==> config.mk <==
export PLATFORM = sky130hd
export DESIGN_NAME = cmdl_engine
export DESIGN_NICKNAME = d
export VERILOG_FILES = /design/src/rtl/cmdl_pkg.sv /design/src/rtl/cmdl_crc7.sv /design/src/rtl/cmdl_timer.sv /design/src/rtl/cmdl_insync.sv /design/src/rtl/cmdl_engine.sv
export SDC_FILE = /design/constraint.sdc
export NUM_CORES = 1
export LEC_CHECK = 0
export ABC_CLOCK_PERIOD_IN_PS = 5100
export BUFFER_PORTS_ARGS = -buffer_cell sky130_fd_sc_hd__buf_2
export CORE_MARGIN = 4
export CORE_UTILIZATION = 30
export DETAILED_ROUTE_END_ITERATION = 8
export GPL_TIMING_DRIVEN = 1
export PLACE_DENSITY = 0.58
export RECOVER_POWER = 25
export REMOVE_ABC_BUFFERS = 1
export SETUP_SLACK_MARGIN = 0.15
export SYNTH_ARGS = -nofsm -noshare
export SYNTH_HDL_FRONTEND = slang
export SYNTH_SLANG_ARGS = --single-unit
==> constraint.sdc <==
create_clock -name clk -period 5.1 [get_ports clk]
set_clock_uncertainty 0.15 [all_clocks]
set_input_delay 0 -clock clk [delete_from_list [all_inputs] [get_ports clk]]
set_output_delay 0 -clock clk [all_outputs]
set_load 0.01 [all_outputs]
==> src/rtl/cmdl_pkg.sv <==
package cmdl_pkg;

   localparam int TOKEN_W  = 48;
   localparam int SHORT_W  = 48;
   localparam int LONG_W   = 136;
   localparam int CRC_W    = 7;
   localparam logic [CRC_W-1:0] CRC_POLY = 7'h09;

   typedef enum logic [2:0] {
      ST_IDLE,
      ST_TX,
      ST_GAP,
      ST_WAIT,
      ST_RX
   } cmdl_state_e;

   function automatic logic [CRC_W-1:0] crc7_step(input logic [CRC_W-1:0] c, input logic b);
      logic fb;
      logic [CRC_W-1:0] n;
      fb = b ^ c[CRC_W-1];
      n  = {c[CRC_W-2:0], 1'b0};
      if (fb) n = n ^ CRC_POLY;
      return n;
   endfunction

   function automatic logic [CRC_W-1:0] crc7_over40(input logic [39:0] d);
      logic [CRC_W-1:0] c;
      c = '0;
      for (int i = 39; i >= 0; i--) c = crc7_step(c, d[i]);
      return c;
   endfunction

endpackage

==> src/rtl/cmdl_crc7.sv <==
module cmdl_crc7
   import cmdl_pkg::*;
(
   input  logic             clk,
   input  logic             rst_n,
   input  logic             clear,
   input  logic             en,
   input  logic             din,
   output logic [CRC_W-1:0] crc
);
   always_ff @(posedge clk or negedge rst_n) begin
      if (!rst_n)     crc <= '0;
      else if (clear) crc <= '0;
      else if (en)    crc <= crc7_step(crc, din);
   end
endmodule

==> src/rtl/cmdl_timer.sv <==
module cmdl_timer #(
   parameter int TMO_W = 16
) (
   input  logic             clk,
   input  logic             rst_n,
   input  logic             clear,
   input  logic             en,
   input  logic [TMO_W-1:0] limit,
   output logic             expire
);
   logic [TMO_W-1:0] cnt;
   logic [TMO_W:0]   nxt;

   assign nxt    = {1'b0, cnt} + {{TMO_W{1'b0}}, 1'b1};
   assign expire = en && (nxt >= {1'b0, limit});

   always_ff @(posedge clk or negedge rst_n) begin
      if (!rst_n)     cnt <= '0;
      else if (clear) cnt <= '0;
      else if (en)    cnt <= nxt[TMO_W-1:0];
   end
endmodule

==> src/rtl/cmdl_insync.sv <==
module cmdl_insync #(
   parameter int STAGES = 2
) (
   input  logic clk,
   input  logic rst_n,
   input  logic din,
   output logic dout
);
   generate
      if (STAGES == 0) begin : g_direct
         assign dout = din;
      end else begin : g_chain
         logic [STAGES-1:0] ff;
         always_ff @(posedge clk or negedge rst_n) begin
            if (!rst_n) ff <= '1;
            else begin
               ff[0] <= din;
               for (int i = 1; i < STAGES; i++) ff[i] <= ff[i-1];
            end
         end
         assign dout = ff[STAGES-1];
      end
   endgenerate
endmodule

==> src/rtl/cmdl_engine.sv <==
module cmdl_engine
   import cmdl_pkg::*;
#(
   parameter int TMO_W       = 16,
   parameter int SYNC_STAGES = 2,
   parameter int GAP_TICKS   = 2,
   parameter int IDX_W       = 6,
   parameter int ARG_W       = 32
) (
   input  logic              clk,
   input  logic              rst_n,
   input  logic              tick,
   input  logic              start,
   input  logic [IDX_W-1:0]  cmd_idx,
   input  logic [ARG_W-1:0]  cmd_arg,
   input  logic              rsp_long,
   input  logic              crc_skip,
   input  logic [TMO_W-1:0]  tmo_limit,
   input  logic              cmd_in,
   output logic              cmd_out,
   output logic              cmd_oe,
   output logic              busy,
   output logic              done,
   output logic              timeout,
   output logic              crc_err,
   output logic              frame_err,
   output logic [LONG_W-1:0] rsp_frame
);
   localparam int CNT_W      = $clog2(LONG_W);
   localparam int SHORT_LAST = SHORT_W - 1;
   localparam int LONG_LAST  = LONG_W - 1;
   localparam int LONG_CRC_HI = LONG_W - 8;   // exclusive top of long CRC window
   localparam int SHORT_CRC_N = SHORT_W - 8;  // bits covered in short frame

   generate
      if (IDX_W + ARG_W != TOKEN_W - 10) begin : g_bad_fields
         $error("index and argument widths must fill 38 token bits");
      end
      if (SYNC_STAGES < 0 || SYNC_STAGES > 3) begin : g_bad_sync
         $error("SYNC_STAGES must be 0..3");
      end
      if (GAP_TICKS < 1 || GAP_TICKS > 64) begin : g_bad_gap
         $error("GAP_TICKS must be 1..64");
      end
      if (TMO_W < 2) begin : g_bad_tmo
         $error("TMO_W must be at least 2");
      end
   endgenerate

   cmdl_state_e         state;
   logic [TOKEN_W-1:0]  tx_sh;
   logic [CNT_W-1:0]    bcnt;
   logic                long_q, skip_q;
   logic [TMO_W-1:0]    tmo_q;
   logic [LONG_W-1:0]   rx_sh;
   logic [LONG_W-1:0]   rx_next;
   logic                line_s;
   logic [CRC_W-1:0]    crc_q;
   logic                crc_en, crc_clr;
   logic                tmr_en, tmr_clr, tmr_exp;
   logic [CNT_W-1:0]    last_pos;
   logic                dir_bit;
   logic [TOKEN_W-11:0] fields;

   cmdl_insync #(.STAGES(SYNC_STAGES)) u_sync (
      .clk(clk), .rst_n(rst_n), .din(cmd_in), .dout(line_s)
   );

   assign crc_clr = (state == ST_WAIT);
   assign crc_en  = (state == ST_RX) && tick &&
                    (long_q ? (bcnt >= CNT_W'(8) && bcnt < CNT_W'(LONG_CRC_HI))
                            : (bcnt < CNT_W'(SHORT_CRC_N)));

   cmdl_crc7 u_crc (
      .clk(clk), .rst_n(rst_n), .clear(crc_clr), .en(crc_en), .din(line_s), .crc(crc_q)
   );

   assign tmr_clr = (state != ST_WAIT);
   assign tmr_en  = (state == ST_WAIT) && tick && line_s;

   cmdl_timer #(.TMO_W(TMO_W)) u_tmr (
      .clk(clk), .rst_n(rst_n), .clear(tmr_clr), .en(tmr_en), .limit(tmo_q), .expire(tmr_exp)
   );

   assign fields   = {cmd_idx, cmd_arg};
   assign rx_next  = {rx_sh[LONG_W-2:0], line_s};
   assign last_pos = long_q ? CNT_W'(LONG_LAST) : CNT_W'(SHORT_LAST);
   assign dir_bit  = long_q ? rx_next[LONG_W-2] : rx_next[SHORT_W-2];

   always_ff @(posedge clk or negedge rst_n) begin
      if (!rst_n) begin
         state     <= ST_IDLE;
         tx_sh     <= '1;
         bcnt      <= '0;
         long_q    <= 1'b0;
         skip_q    <= 1'b0;
         tmo_q     <= '0;
         rx_sh     <= '0;
         done      <= 1'b0;
         timeout   <= 1'b0;
         crc_err   <= 1'b0;
         frame_err <= 1'b0;
      end else begin
         done <= 1'b0;
         case (state)
            ST_IDLE: if (start) begin
               tx_sh     <= {2'b01, fields, crc7_over40({2'b01, fields}), 1'b1};
               bcnt      <= CNT_W'(TOKEN_W - 1);
               long_q    <= rsp_long;
               skip_q    <= crc_skip;
               tmo_q     <= tmo_limit;
               timeout   <= 1'b0;
               crc_err   <= 1'b0;
               frame_err <= 1'b0;
               state     <= ST_TX;
            end
            ST_TX: if (tick) begin
               if (bcnt == '0) begin
                  bcnt  <= CNT_W'(GAP_TICKS - 1);
                  state <= ST_GAP;
               end else begin
                  tx_sh <= {tx_sh[TOKEN_W-2:0], 1'b1};
                  bcnt  <= bcnt - 1'b1;
               end
            end
            ST_GAP: if (tick) begin
               if (bcnt == '0) state <= ST_WAIT;
               else            bcnt  <= bcnt - 1'b1;
            end
            ST_WAIT: if (tick) begin
               if (!line_s) begin
                  rx_sh <= '0;
                  bcnt  <= CNT_W'(1);
                  state <= ST_RX;
               end else if (tmr_exp) begin
                  timeout <= 1'b1;
                  done    <= 1'b1;
                  state   <= ST_IDLE;
               end
            end
            ST_RX: if (tick) begin
               rx_sh <= rx_next;
               if (bcnt == last_pos) begin
                  done      <= 1'b1;
                  frame_err <= dir_bit || !line_s;
                  crc_err   <= !skip_q && (crc_q != rx_next[CRC_W:1]);
                  state     <= ST_IDLE;
               end else begin
                  bcnt <= bcnt + 1'b1;
               end
            end
            default: state <= ST_IDLE;
         endcase
      end
   end

   assign cmd_oe    = (state == ST_TX);
   assign cmd_out   = cmd_oe ? tx_sh[TOKEN_W-1] : 1'b1;
   assign busy      = (state != ST_IDLE);
   assign rsp_frame = rx_sh;

endmodule

* Word level (Yosys, flattened, before mapping)
Index checks and enable logic that the tools add are counted. W data, S select, Z words.
Word-level totals: output and inout bits 143, logic and storage cells 317, bits of input ports 61, register bits after elaboration 242
Cells by class: $add $sub $neg 3, equal/unequal tests 22, order comparisons 4, reduce and logical (&&, ||, !) cells 27, mux-type cells 169, bitwise logic cells 78
Operators by type and width (number):
- $mux W7 | 78
- $mux W136 | 3
- $pmux W136 S2 | 1
- $mux W4 | 39
- $mux W48 | 3
- $pmux W48 S2 | 1
- $mux W8 | 10
- $not A2 Y2 | 39
- $pmux W8 S5 | 1
- $xor A1 B1 Y1 | 39
- $mux W16 | 2
- $mux W3 | 10
- $ne A2 B2 Y1 const B | 10
- $reduce_and A9 Y1 | 2
- $add A16 B1 Y17 const B | 1
- $ge A17 B16 Y1 | 1
- $mux W1 | 16
- $pmux W3 S5 | 1
- $reduce_and A4 Y1 | 3
- $reduce_bool A2 Y1 | 6
- $add A8 B1 Y8 const B | 1
- $eq A8 B8 Y1 | 1
- $ge A8 B4 Y1 const B | 1
- $logic_not A8 Y1 | 1
- other kinds (19) | 33

* Depth between registers and ports, before layout
depth in word-level cells 154, mapped depth 16, mapped depth without buffers 16

* Hierarchy
From an unflattened synthesis, not the netlist that was laid out.
Unflattened totals: cell total of the unflattened synthesis 1052, area total of the unflattened synthesis 11365.9 um^2
By module, submodules not included:
- cmdl_engine | cells an instance 858, instances 1, area an instance 9609.2 um^2, seq. area each 5464.0 um^2
- cmdl_timer | cells an instance 164, instances 1, area an instance 1396.3 um^2, seq. area each 400.4 um^2
- cmdl_crc7 | cells an instance 28, instances 1, area an instance 307.8 um^2, seq. area each 175.2 um^2
- cmdl_insync | cells an instance 2, instances 1, area an instance 52.6 um^2, seq. area each 52.6 um^2

* Least setup slack after synthesis
Ideal clock, no wire load.
path type register -> register, start point register u_tmr.cnt[0], end point register done, path slack 2071 ps, path buffers 0, period minus slack after synthesis 3029 ps, required time 4815 ps, data arrival time 2744 ps, setup time 135 ps, stages on the path, launching flop included 16, cells stage by stage dfrtp_1 -> ha_1 -> nand3_1 -> or2_2 -> inv_1 -> nand3_1 -> nor2_1 -> nand3_1 -> xnor2_1 -> ha_1 -> nand4_1 -> nor2_1 -> a41oi_1 -> o21ai_0 -> o21ai_0 -> a21boi_0
Between the ends: word-level cells in the longest chain between the ends 7
RTL lines:
- from (decl) | line cmdl_timer.sv:11 | logic [TMO_W-1:0] cnt;
- from (signal assigned) | line cmdl_timer.sv:20 | else if (en) cnt <= nxt[TMO_W-1:0];
- $add A16 B1 Y17 | line cmdl_timer.sv:14 | assign nxt = {1'b0, cnt} + {{TMO_W{1'b0}}, 1'b1};
- $ge A17 B16 Y1 | line cmdl_timer.sv:15 | assign expire = en && (nxt >= {1'b0, limit});
- $logic_and A1 B1 Y1 | line cmdl_timer.sv:15
- $mux W1 | line cmdl_engine.sv:135 | end else if (tmr_exp) begin
- $mux W1 | line cmdl_engine.sv:131 | if (!line_s) begin
- $mux W1 | line cmdl_engine.sv:130 | ST_WAIT: if (tick) begin
- $pmux W1 S2 | line cmdl_engine.sv:105 | case (state)
- to (signal assigned) | line cmdl_engine.sv:104 | done <= 1'b0;
- to (signal assigned) | line cmdl_engine.sv:137 | done <= 1'b1;
- to (signal assigned) | line cmdl_engine.sv:144 | done <= 1'b1;
- to (decl) | line cmdl_engine.sv:23 | output logic done,
Every way passes these cells. A chain may end at the register's enable or synchronous reset.

* Worst setup path after layout
Same ends and word-level chain as after synthesis.

==> results.cfg <==
[outcome]
status = complete, no violations

[clock_network]
cts_setup_buffers = 0
cts_tree = yes
ctsHoldBuffers = 63
clk_pin_slew_ns = 0.06
clockBufferDepth = 3
h-tree-depth = 1
clock_sinks = 241
cts-buffers-inserted = 29
cts_root_buf = clkbuf_16
worstSkewPairLatency_ns = 0.54
cts_resized = 0

[timing]
hold_violations = 0
rsz0062_at_grt = false
min_period_ns = 3.56
setup_viol = 0
worst_slew_pin_slew_ns = 0.940
finalSetupTns_ns = 0
fmax_mhz = 281
period_share = 0.698
slew_viol_final = 0
max_slew_margin = 0.373

[global_routing]
grt_pass1_vias = 8783
gr-total-overflow = 0
antenna_found_initial = 0
grtUsageTotal = 0.139
grt_max_degree = 93
grt_pass1_wl_mm = 47.6

[finish]
antenna_cells = 0
fin_nets = 1309
drive_above_1_share = 0.197
stdcell_count = 1719
areaGrowthSynthToFinish_pct = 26.6
postLayoutCellArea_um2 = 14100

[yosys]
ys_seq_area_frac = 0.547
async_reset_ff_frac = 1.00
syn_inst = 988
synth.top_cell.area_share = 0.432
yosys.area.top_type = dfrtp_1
synth_flop_cell = dfrtp_1
syn_avg_cell_area_um2 = 11.3
yosys_warnings = 0
ys_ff_latch = 241
synth-edff-count = 0
synthTopCellsByArea = dfrtp_1, dfstp_2, a22o_1, xnor2_1, mux2i_1
synth_cell_types = 53
netlist_area_um2 = 11100

[placed_design]
dpl_cell_area_um2 = 12600
placed_cells = 1603
gp_congestion = 0.818
hpwl_mm = 18.6
portBuffers = 203

[detailed_routing]
wl_per_cell_um = 16.5
vias_per_cell = 4.84
firstDrtPassIters = 4
drt_wl_total_mm = 28.4
vias = 8326
drtIter0Drc = 415
drc = 0
route.antenna.remaining_nets = 0

[critical_path]
crit_fanout = 4
r2r-start = u_tmr.cnt[0]
crit_type = reg -> reg
cp_num_buf_inv = 1
ff2ff_path_depth = 16
critical_path.max_stage_delay_ns = 0.41
crit_start = u_tmr.cnt[0]
worstPathRequired_ns = 5.36
slowest_stage = dfrtp_1
crit_path_end_kind = flip-flop
setup.worst_path.start_class = flip-flop
critical_path_depth = 16
critical-path-top-delay-family = simple AND/OR/NAND/NOR gates
critical_path.cell_chain = ha_1 -> nand3_1 -> or2_2 -> inv_1 -> nand3_1 -> nor2_1 -> xor2_1 -> ha_1 -> a21oi_1 -> nor2b_1 -> o21ai_0 -> o21ai_0 -> nor3_1 -> a21oi_1 -> o21ai_0 -> a21boi_0
cp_common_cell = o21ai_0
arrival_ns = 3.82

[hold_path]
min_path_cells = 4
min-delay-start = tmo_limit[2]
hp-class = in -> reg

[power_and_ir_drop]
vdd_drop_max_uv = 294
pwr_density_cell_nw_per_um2 = 470
p_leak_nw = 6.44

[floorplanning]
fp.coreArea_um2 = 36600
rows = 70
start_util = 0.304
die_w_um = 201
ios = 204
die_area_um2 = 40200
dieHeight_um = 201

[flow_run]
drv_cap = 0
per-layer routing:
metal / vias to the layer above / GRT usage / share of wire
li1: 4019 / - / -
met1: 4067 / 0.193 / 0.46
met2: 192 / 0.214 / 0.45
met3: 48 / 0.0405 / 0.070
met4: 0 / 0.0349 / 0.021
met5: - / 0 / 0
cells in the final DEF (no fill, tap or decap), types with 3 or more instances in the layout:
cell	netlist	layout
a21boi_0	3	3
a21o_1	3	3
a21oi_1	72	72
a22o_1	139	139
a22oi_1	3	3
a31oi_1	6	6
and3_1	4	3
buf_2	0	119
buf_4	0	11
bufinv_16	0	4
clkbuf_1	63	87
clkbuf_16	0	29
clkbuf_8	0	4
clkinv_1	0	3
clkinv_2	0	7
dfrtp_1	192	192
dfstp_2	49	49
dlygate4sd3_1	0	62
ha_1	19	19
inv_1	33	33
mux2_2	7	7
mux2i_1	42	42
nand2_1	44	44
nand3_1	23	23
nand4_1	7	7
nor2_1	80	79
nor2b_1	3	3
nor3_1	9	9
nor4_1	3	3
o21a_1	5	5
o21ai_0	42	42
o22ai_1	7	7
or3_1	7	7
xnor2_1	60	60
xnor3_1	4	4
xor2_1	24	24
stage by stage:
step	total power, mW	setup slack [ns]	util	hold slack [ns]
final	6.62	1.54	0.385	0.0403
after global routing	7.07	1.15	0.385	0.0363
after CTS	6.74	1.60	0.388	0.00474
after detailed placement	4.53	1.62	0.344	-0.134
after global placement	4.48	1.75	0.344	-0.138
after floorplan	4.02	-1.38	-	-0.446
state kept, by name (all words and copies together), names as in the netlist:
signal	flops
bcnt	8
crc_err	1
done	1
frame_err	1
long_q	1
rsp_frame	136
skip_q	1
state	3
timeout	1
tmo_q	16
tx_sh	47
u_crc.crc	7
u_sync.g_chain.ff	2
u_tmr.cnt	16
worst reg2reg max path: cells and delay by family (launching register included):
kind | cells | cell delay [ns]
AO/OA/AOI/OAI | 6 | 0.91
XOR/XNOR | 1 | 0.19
adder cells (fa/ha/maj) | 2 | 0.52
buffers and inverters | 1 | 0.08
flip-flops | 1 | 0.41
AND/OR/NAND/NOR | 6 | 1.18
report_power, final:
group	total, mW	switching [mW]	internal, mW
sequential	2.55	0.217	2.33
clock	2.11	0.817	1.30
combinational	1.96	1.11	0.853
total	6.62	2.14	4.48
cell type report:
class	count	area [um^2]
Tap cell	468	586
Timing Repair Buffer	277	1640
Sequential cell	241	6090
Multi-Input combinational cell	647	4670
Inverter	33	124
Fill cell	3620	22500
Clock buffer	36	792
Clock inverter	17	190
cells in the mapped netlist (all sizes together) (2+ instances only):
cell      n
o21a      5
nand4     7
a21oi    72
dfstp    49
xnor2    62
mux2      7
nor2b     3
a22o    139
buf       4
nand2    44
o22ai     7
a31oi     6
mux2i    42
a21boi    3
nor3      9
and2      3
ha       19
a22oi     3
and3      4
nand2b    2
clkbuf   63
o21ai    43
a221oi    2
inv      33
nand3    23
a21o      3
xor2     25
or2       2
nor4      3
o221ai    2
nor2     80
or3       7
dfrtp   192
xnor3     7
worst paths after layout:
| kind | end | slack [ns] |
|---|---|---|
| max | done | 1.54 |
| max reg2reg | done | 1.54 |
| max in group asynchronous | rsp_frame[74] | 3.12 |
| min in group asynchronous | u_sync.g_chain.ff[0] | 0.73 |
| min | tmo_q[2] | 0.04 |
| min reg2reg | u_sync.g_chain.ff[1] | 0.21 |
cells by family (layout without fill, tap and decap cells):
family | after synthesis | after routing | share of synthesized area
compound gates | 292 | 292 | 0.186
simple gates | 191 | 191 | 0.0767
flops | 241 | 241 | 0.547
xor+xnor | 95 | 95 | 0.0873
fa+ha+maj | 20 | 20 | 0.0223
buf+inv | 100 | 363 | 0.0351
mux | 49 | 49 | 0.0449
(Power assumes the default switching activity.)
